===== src/rtl/bsd_pkg.sv =====
package bsd_pkg;

  // Strobes from the control unit to the datapath, one set per clock.
  typedef struct packed {
    logic keepNew;   // data bit stored for the incoming symbol
    logic violNew;   // violation flag stored for the incoming symbol
    logic killAge1;  // clear the pulse two symbols back (3-zero code)
    logic killAge2;  // clear the pulse three symbols back (4-zero code)
  } bsdStrobe_t;

  // One stage of the decode delay line.
  typedef struct packed {
    logic data;
    logic viol;
  } bsdSlot_t;

endpackage


===== src/rtl/bsd_ctrl.sv =====
module bsd_ctrl
  import bsd_pkg::*;
#(
  parameter int ZCW = 3
) (
  input  logic       clk,
  input  logic       rstN,
  input  logic       posIn,
  input  logic       negIn,
  input  logic       hdb3Sel,
  output bsdStrobe_t strobe
);

  localparam int HIST = 3;
  localparam logic [ZCW-1:0] RUN_SHORT = ZCW'(2);
  localparam logic [ZCW-1:0] RUN_LONG  = ZCW'(3);

  logic            pulseNow;
  logic            polNow;
  logic            lastPol;
  logic            seenPulse;
  logic            seenV;
  logic            bOdd;
  logic [HIST-1:0] hist;      // hist[0] = previous symbol had a pulse
  logic [ZCW-1:0]  zeroRun;
  logic [ZCW-1:0]  zeroLimit;
  logic            isV;
  logic            isB;
  logic            runViol;
  logic            bvViol;
  logic            parViol;
  logic            substOk;

  assign pulseNow  = posIn | negIn;
  assign polNow    = posIn;
  assign isV       = pulseNow && seenPulse && (polNow == lastPol);
  assign isB       = pulseNow && !isV;
  assign zeroLimit = hdb3Sel ? RUN_LONG : RUN_SHORT;

  always_comb begin
    runViol = !pulseNow && (zeroRun == zeroLimit);
    bvViol  = isV && (hist[0] || (hdb3Sel && hist[1]));
    parViol = isV && seenV && !bOdd;
    if (hdb3Sel) substOk = isV && !hist[0] && !hist[1];
    else         substOk = isV && !hist[0];
    strobe.keepNew  = pulseNow && !substOk;
    strobe.violNew  = runViol || bvViol || parViol;
    strobe.killAge1 = substOk && !hdb3Sel && hist[1];
    strobe.killAge2 = substOk && hdb3Sel && hist[2];
  end

  always_ff @(posedge clk) begin
    if (!rstN) begin
      lastPol   <= 1'b0;
      seenPulse <= 1'b0;
      seenV     <= 1'b0;
      bOdd      <= 1'b0;
      hist      <= '0;
      zeroRun   <= '0;
    end else begin
      hist <= {hist[HIST-2:0], pulseNow};
      if (pulseNow) begin
        lastPol   <= polNow;
        seenPulse <= 1'b1;
        zeroRun   <= '0;
      end else if (zeroRun != '1) begin
        zeroRun <= zeroRun + 1'b1;
      end
      if (isV) begin
        seenV <= 1'b1;
        bOdd  <= 1'b0;
      end else if (isB) begin
        bOdd <= ~bOdd;
      end
    end
  end

  // Age since reset, used only to keep $past inside the post-reset window.
  logic [1:0] ageCnt;
  always_ff @(posedge clk) begin
    if (!rstN)             ageCnt <= '0;
    else if (ageCnt != '1) ageCnt <= ageCnt + 1'b1;
  end

  // in the 3-zero code the third zero after a pulse is flagged.
  a_r5_third_zero: assert property (@(posedge clk) disable iff (!rstN)
    (ageCnt == 2'd3 && !hdb3Sel && !posIn && !negIn
     && $past(!posIn && !negIn) && $past(!posIn && !negIn, 2)
     && $past(posIn || negIn, 3)) |-> strobe.violNew);

  // two positive pulses in a row give a flag on the second one.
  a_r6_back_to_back: assert property (@(posedge clk) disable iff (!rstN)
    (ageCnt != 2'd0 && posIn && !negIn && $past(posIn && !negIn))
    |-> strobe.violNew);

endmodule


===== src/rtl/bsd_path.sv =====
module bsd_path
  import bsd_pkg::*;
#(
  parameter int DEPTH = 4
) (
  input  logic       clk,
  input  logic       rstN,
  input  logic       posIn,
  input  logic       negIn,
  input  logic       rawMode,
  input  logic       sigLost,
  input  bsdStrobe_t strobe,
  output logic       dataPos,
  output logic       dataNeg
);

  localparam int KILL_NEAR = 1;   // stage holding the symbol two back
  localparam int KILL_FAR  = 2;   // stage holding the symbol three back

  bsdSlot_t             pipe [DEPTH];
  logic     [DEPTH-1:0] killMask;

  for (genvar i = 0; i < DEPTH; i++) begin : g_kill
    if (i == KILL_NEAR) begin : g_near
      assign killMask[i] = strobe.killAge1;
    end else if (i == KILL_FAR) begin : g_far
      assign killMask[i] = strobe.killAge2;
    end else begin : g_none
      assign killMask[i] = 1'b0;
    end
  end

  always_ff @(posedge clk) begin
    if (!rstN) begin
      for (int i = 0; i < DEPTH; i++) pipe[i] <= '0;
    end else begin
      pipe[0] <= '{data: strobe.keepNew, viol: strobe.violNew};
      for (int i = 1; i < DEPTH; i++) begin
        pipe[i].data <= pipe[i-1].data && !killMask[i-1];
        pipe[i].viol <= pipe[i-1].viol;
      end
    end
  end

  always_ff @(posedge clk) begin
    if (!rstN || sigLost) begin
      dataPos <= 1'b0;
      dataNeg <= 1'b0;
    end else if (rawMode) begin
      dataPos <= posIn;
      dataNeg <= negIn;
    end else begin
      dataPos <= pipe[DEPTH-1].data;
      dataNeg <= pipe[DEPTH-1].viol;
    end
  end

  // loss of signal silences both outputs on the next cycle.
  a_r8_los_quiet: assert property (@(posedge clk) disable iff (!rstN)
    sigLost |=> (!dataPos && !dataNeg));

  // raw mode forwards the rails with one clock of delay.
  a_r1_raw_follow: assert property (@(posedge clk) disable iff (!rstN)
    (rawMode && !sigLost) |=> (dataPos == $past(posIn) && dataNeg == $past(negIn)));

endmodule


===== src/rtl/bipolar_subst_decoder.sv =====
module bipolar_subst_decoder
  import bsd_pkg::*;
#(
  parameter int PIPE_DEPTH = 4,   // decode latency; at least 4
  parameter int ZERO_CNT_W = 3
) (
  input  logic       clk,
  input  logic       rstN,
  input  logic       posIn,
  input  logic       negIn,
  input  logic       rawMode,
  input  logic       hdb3Sel,
  input  logic       sigLost,
  input  logic [1:0] clkPol,
  output logic       clkOut,
  output logic       dataPos,
  output logic       dataNeg
);

  localparam logic [1:0] POL_FLOAT = 2'b01;

  bsdStrobe_t strobe;

  bsd_ctrl #(.ZCW(ZERO_CNT_W)) u_ctrl (
    .clk     (clk),
    .rstN    (rstN),
    .posIn   (posIn),
    .negIn   (negIn),
    .hdb3Sel (hdb3Sel),
    .strobe  (strobe)
  );

  bsd_path #(.DEPTH(PIPE_DEPTH)) u_path (
    .clk     (clk),
    .rstN    (rstN),
    .posIn   (posIn),
    .negIn   (negIn),
    .rawMode (rawMode),
    .sigLost (sigLost),
    .strobe  (strobe),
    .dataPos (dataPos),
    .dataNeg (dataNeg)
  );

  assign clkOut = (clkPol == POL_FLOAT) ? ~clk : clk;

endmodule


===== config.mk =====
export PLATFORM = sky130hd
export DESIGN_NAME = bipolar_subst_decoder
export DESIGN_NICKNAME = d
export VERILOG_FILES = /design/src/rtl/bsd_pkg.sv /design/src/rtl/bsd_ctrl.sv /design/src/rtl/bsd_path.sv /design/src/rtl/bipolar_subst_decoder.sv
export SDC_FILE = /design/constraint.sdc
export NUM_CORES = 1
export LEC_CHECK = 0
export ABC_AREA = 1
export CAP_MARGIN = 20
export CELL_PAD_IN_SITES_DETAIL_PLACEMENT = 1
export CELL_PAD_IN_SITES_GLOBAL_PLACEMENT = 1
export CORE_ASPECT_RATIO = 0.6
export CORE_MARGIN = 3
export CORE_UTILIZATION = 35
export CTS_BUF_LIST = sky130_fd_sc_hd__clkbuf_8
export CTS_CLUSTER_DIAMETER = 60
export DETAILED_ROUTE_END_ITERATION = 8
export PLACE_DENSITY = 0.79
export SLEW_MARGIN = 20
export SYNTH_ARGS = -nofsm -noshare
export SYNTH_HDL_FRONTEND = slang
export SYNTH_SLANG_ARGS = --single-unit

===== constraint.sdc =====
create_clock -name clk -period 1.2 [get_ports clk]
set_input_delay 0.3 -clock clk [delete_from_list [all_inputs] [get_ports clk]]
set_output_delay 0.3 -clock clk [all_outputs]
set_load 0.005 [all_outputs]

Yosys cells after proc, flatten, opt, wreduce, memory -nomap -nowiden:

Memories as Yosys holds them, arrays and structs flattened.
Index checks and enable logic that the tools add are counted.
W data, S select, Z words.

* register bits: 12
* latch bits: 0
* bits in writable memories: 8
* memory bits (read-only): 0
* input port bits: 9
* output and inout port bits: 3
* logic and storage cells: 72
* memories kept: 1

* add/sub/neg operators: 1
* multiply operators: 0
* div/mod/pow operators: 0
* $lt $le $gt $ge: 0
* equal/unequal tests: 4
* shift-type cells: 0
* multiplexer cells: 14
* bitwise operators: 11
* reduce and logical (&&, ||, !) cells: 33

Memories
* u_path.pipe: depth 4, width 2, read ports 4, clocked after memory_dff 0, wr ports 4, line bsd_path.sv:20 `bsdSlot_t pipe [DEPTH];`

Operators by type and width (count)
* $logic_and A1 B1 Y1: 17
* $mux W1: 13
* $logic_not A1 Y1: 10
* $or A1 B1 Y1: 8
* $logic_or A1 B1 Y1: 4
* $reduce_or A2 Y1: 2
* $add A3 B1 Y3 const B: 1
* $eq A3 B3 Y1: 1
* $ne A3 B3 Y1 const B: 1
* $not A1 Y1: 3
* $eq A2 B1 Y1 const B: 1
* $mux W2: 1
* $eq A1 B1 Y1: 1

Logic depth before layout (Yosys ltp):

* word-level depth: 11
* gate-level depth with buffers: 6
* mapped depth without buffers: 6

Hierarchy:

A second synthesis with hierarchy kept.

* cells, all modules: 112
* area total of the unflattened synthesis: 834.6 µm²

By module, submodules not included
* bsd_ctrl: instances 1, cells each 70, area an instance 488.0 µm², sequential area each 200.2 µm²
* bsd_path: instances 1, cells each 36, area an instance 322.8 µm², sequential area each 200.2 µm²
* bipolar_subst_decoder: instances 1, cells each 6, area an instance 23.8 µm², sequential area each 0.0 µm²

==> impl_metrics.tcl <==
set metrics [dict create \
    outcome "finished with violations" \
    failed_checks "setup timing" \
    yosys_warnings 0 \
    crit_path_cell_trace "buf_8 > xnor2_2 > buf_2" \
    core_area_sq_mm 0.00195 \
    tns_ps -30.6 \
    port_buffers 11 \
    final-hold-violation-count 0 \
    clk_pin_slew_ps 70 \
    routed_wl_microns 1900 \
    ys_ff_latch 20 \
    yosysSeqAreaShare_pct 52.7 \
    critPathSlowestCell "buf_2" \
    synth_compound_area_share_pct 7.91 \
    row_count 12 \
    rsz0062_at_grt "yes" \
    gp_congestion 0.706 \
    synth_fa_ha_area_share_pct 3.29 \
    via_per_inst 4.49 \
    fin_util_pct 55.0 \
    die_w_microns 66.1 \
    grt_start_max_net_pins 13 \
    crit_path_start_kind "clock port" \
    leakage_nw 0.538 \
    fin_cells 149 \
    critPathKind "clock port to primary output" \
    relSlewSlack_pct 86.1 \
    firstDrtPassIters 4 \
    setup_ws_ps -30.6 \
    crit_fanout 2 \
    synth-simple-area-share_pct 24.2 \
    dp.cells 141 \
    grt_pass1_wl_microns 3260 \
    slew_viol_final 0 \
    min_path_type "input pin to flop" \
    ir_drop_uv 1170 \
    grtUsageTotal_pct 16.9 \
    synth_xor_area_share_pct 2.31 \
    clock_latency_ps 370 \
    synth_nets 107 \
    grt_antenna_before_repair 0 \
    first_global_vias 748 \
    dp_worst_setup_slack_ps -561 \
    cp-end-kind "primary output" \
    final_antenna_net_count 0 \
    gr-total-overflow 0 \
    nNetsFinal 133 \
    synth_top_family_by_area "simple AND/OR/NAND/NOR gates" \
    cellPowerDensity_mw_per_mm2 1730 \
    yosysUniqueCellTypes 16 \
    dieArea_sq_mm 0.00278 \
    syn_inst 96 \
    cpPeakStageDelay_ps 120 \
    wl_per_cell_microns 12.7 \
    drt_iter0_drc 41 \
    fill_cells 240 \
    worstPathRequired_ps 900 \
    vias 669 \
    synthMuxAreaShare_pct 0 \
    design_area_sq_mm 0.00107 \
    cp.arrival_ps 930 \
    cts_hold_buf 0 \
    antenna_cells 0 \
    syn2layout_area_growth_pct 41.4 \
    cap_viol_max_count 0 \
    syn_area_sq_um 759 \
    placed_cell_area_sq_um 952 \
    skew_ps 1.58 \
    drive_gt1_share_pct 22.3 \
    cts_tree "done" \
    worstMarginPinSlew_ps 206 \
    ios 12 \
    dp.final_hpwl_microns 1360 \
    initial_core_util_pct 38.9 \
    setup_viol 1 \
    drc 0 \
    syn_avg_cell_area_sq_um 7.91 \
    fp.dieH_microns 42.1 \
]
layer usage:
metal  vias to the layer above  share of wire [%]  GRT usage [%]
met3                         7                4.3           7.77
met1                       308                 46           18.6
met5                         -                  0              0
met2                        15                 46           23.9
li1                        339                  -              -
met4                         0                3.2           15.8
power breakdown:
part | switching [mW] | internal (mW) | total (mW)
sequential | 0.0158 | 0.699 | 0.715
combinational | 0.0857 | 0.0718 | 0.158
clock | 0.306 | 0.674 | 0.980
total | 0.408 | 1.44 | 1.85
worst paths after layout:
check / startpoint / endpoint / slack, ps / depth (start not counted)
hold reg to reg: u_path.pipe[0][0] / u_path.pipe[1][0] / 420 / 2
hold / removal: posIn / u_ctrl.lastPol / 340 / 3
setup reg to reg: u_ctrl.zeroRun[0] / u_ctrl.zeroRun[1] / 70 / 6
setup / recovery: clk / clkOut / -30 / 3
cells in the final DEF, fill, tap and decap left out, drive strengths merged:
| cell | count |
|---|---|
| nand2 | 25 |
| dfxtp | 20 |
| inv | 18 |
| buf | 13 |
| nor2 | 12 |
| a21oi | 8 |
| clkdlybuf4s50 | 5 |
| clkbuf | 4 |
| a211oi | 2 |
| nand4 | 2 |
| xnor2 | 2 |
| or2 | 2 |
| ha | 2 |
| nand3 | 1 |
| o21ai | 1 |
| bufinv | 1 |
| dlygate4sd2 | 1 |
| clkdlybuf4s15 | 1 |
| dlymetal6s2s | 1 |
synth_stat cells:
cell type	n	area share, %
buf_2	1	0.66
o21ai_0	1	0.66
dfxtp_1	20	53
nand3_1	1	0.66
ha_1	2	3.3
nor2_4	2	3.0
nand4_1	2	1.6
xnor2_1	2	2.3
inv_2	1	0.49
or2_2	1	0.82
a211oi_1	2	2.0
nor2_1	10	4.9
nand2_1	25	12
or2_1	1	0.82
inv_1	17	8.4
a21oi_1	8	5.3
worst max-delay path: cells and delay by family:
family	cells	cell delay (ps)
XOR/XNOR	1	110
buffers and inverters	2	220
flip-flops by register name, summed over array words and instances, names as in the netlist:
signal	flops
u_ctrl.seenPulse	1
u_path.dataNeg	1
u_ctrl.bOdd	1
u_ctrl.zeroRun	3
u_ctrl.seenV	1
u_path.dataPos	1
u_path.pipe	8
u_ctrl.lastPol	1
u_ctrl.hist	3
area by class of cell:
cell class              count  area, sq um  area share (%)
clock buffers               6         75.1            6.99
clock inverters             1         30.0            2.80
inverters                  18         67.6            6.29
multi-input cells          57          305            28.4
flip-flops and latches     20          402            37.4
well taps                  28         35.0            3.26
repair buffers             19          159            14.8
repair_timing:
| item | 4_1_cts | 5_1_grt |
|---|---|---|
| hold endpoints to repair | 0 | 0 |
| resized for setup | 16 | 7 |
| pin swaps | 2 | 3 |
| endpoints found under the setup margin | 3 | 6 |
| buffers inserted | 0 | 2 |
cells by family (layout without fill, tap and decap cells):
logic type	Yosys count	count (layout)
xor gates and xnor gates	2	2
and+or+nand+nor	42	42
AOI/OAI and AO/OA	11	11
adders and majority gates	2	2
buffers and inverters	19	44
DFF	20	20
stage by stage:
| step | hold WS [ps] | power [mW] |
|---|---|---|
| 2_1_floorplan | 360 | 0.837 |
| 3_3_place_gp | 395 | 0.969 |
| 3_5_place_dp | 400 | 0.980 |
| 4_1_cts | 419 | 1.87 |
| 5_1_grt | 378 | 1.96 |
| 6_report | 337 | 1.85 |
No activity file was read; power rests on OpenSTA's default activity.
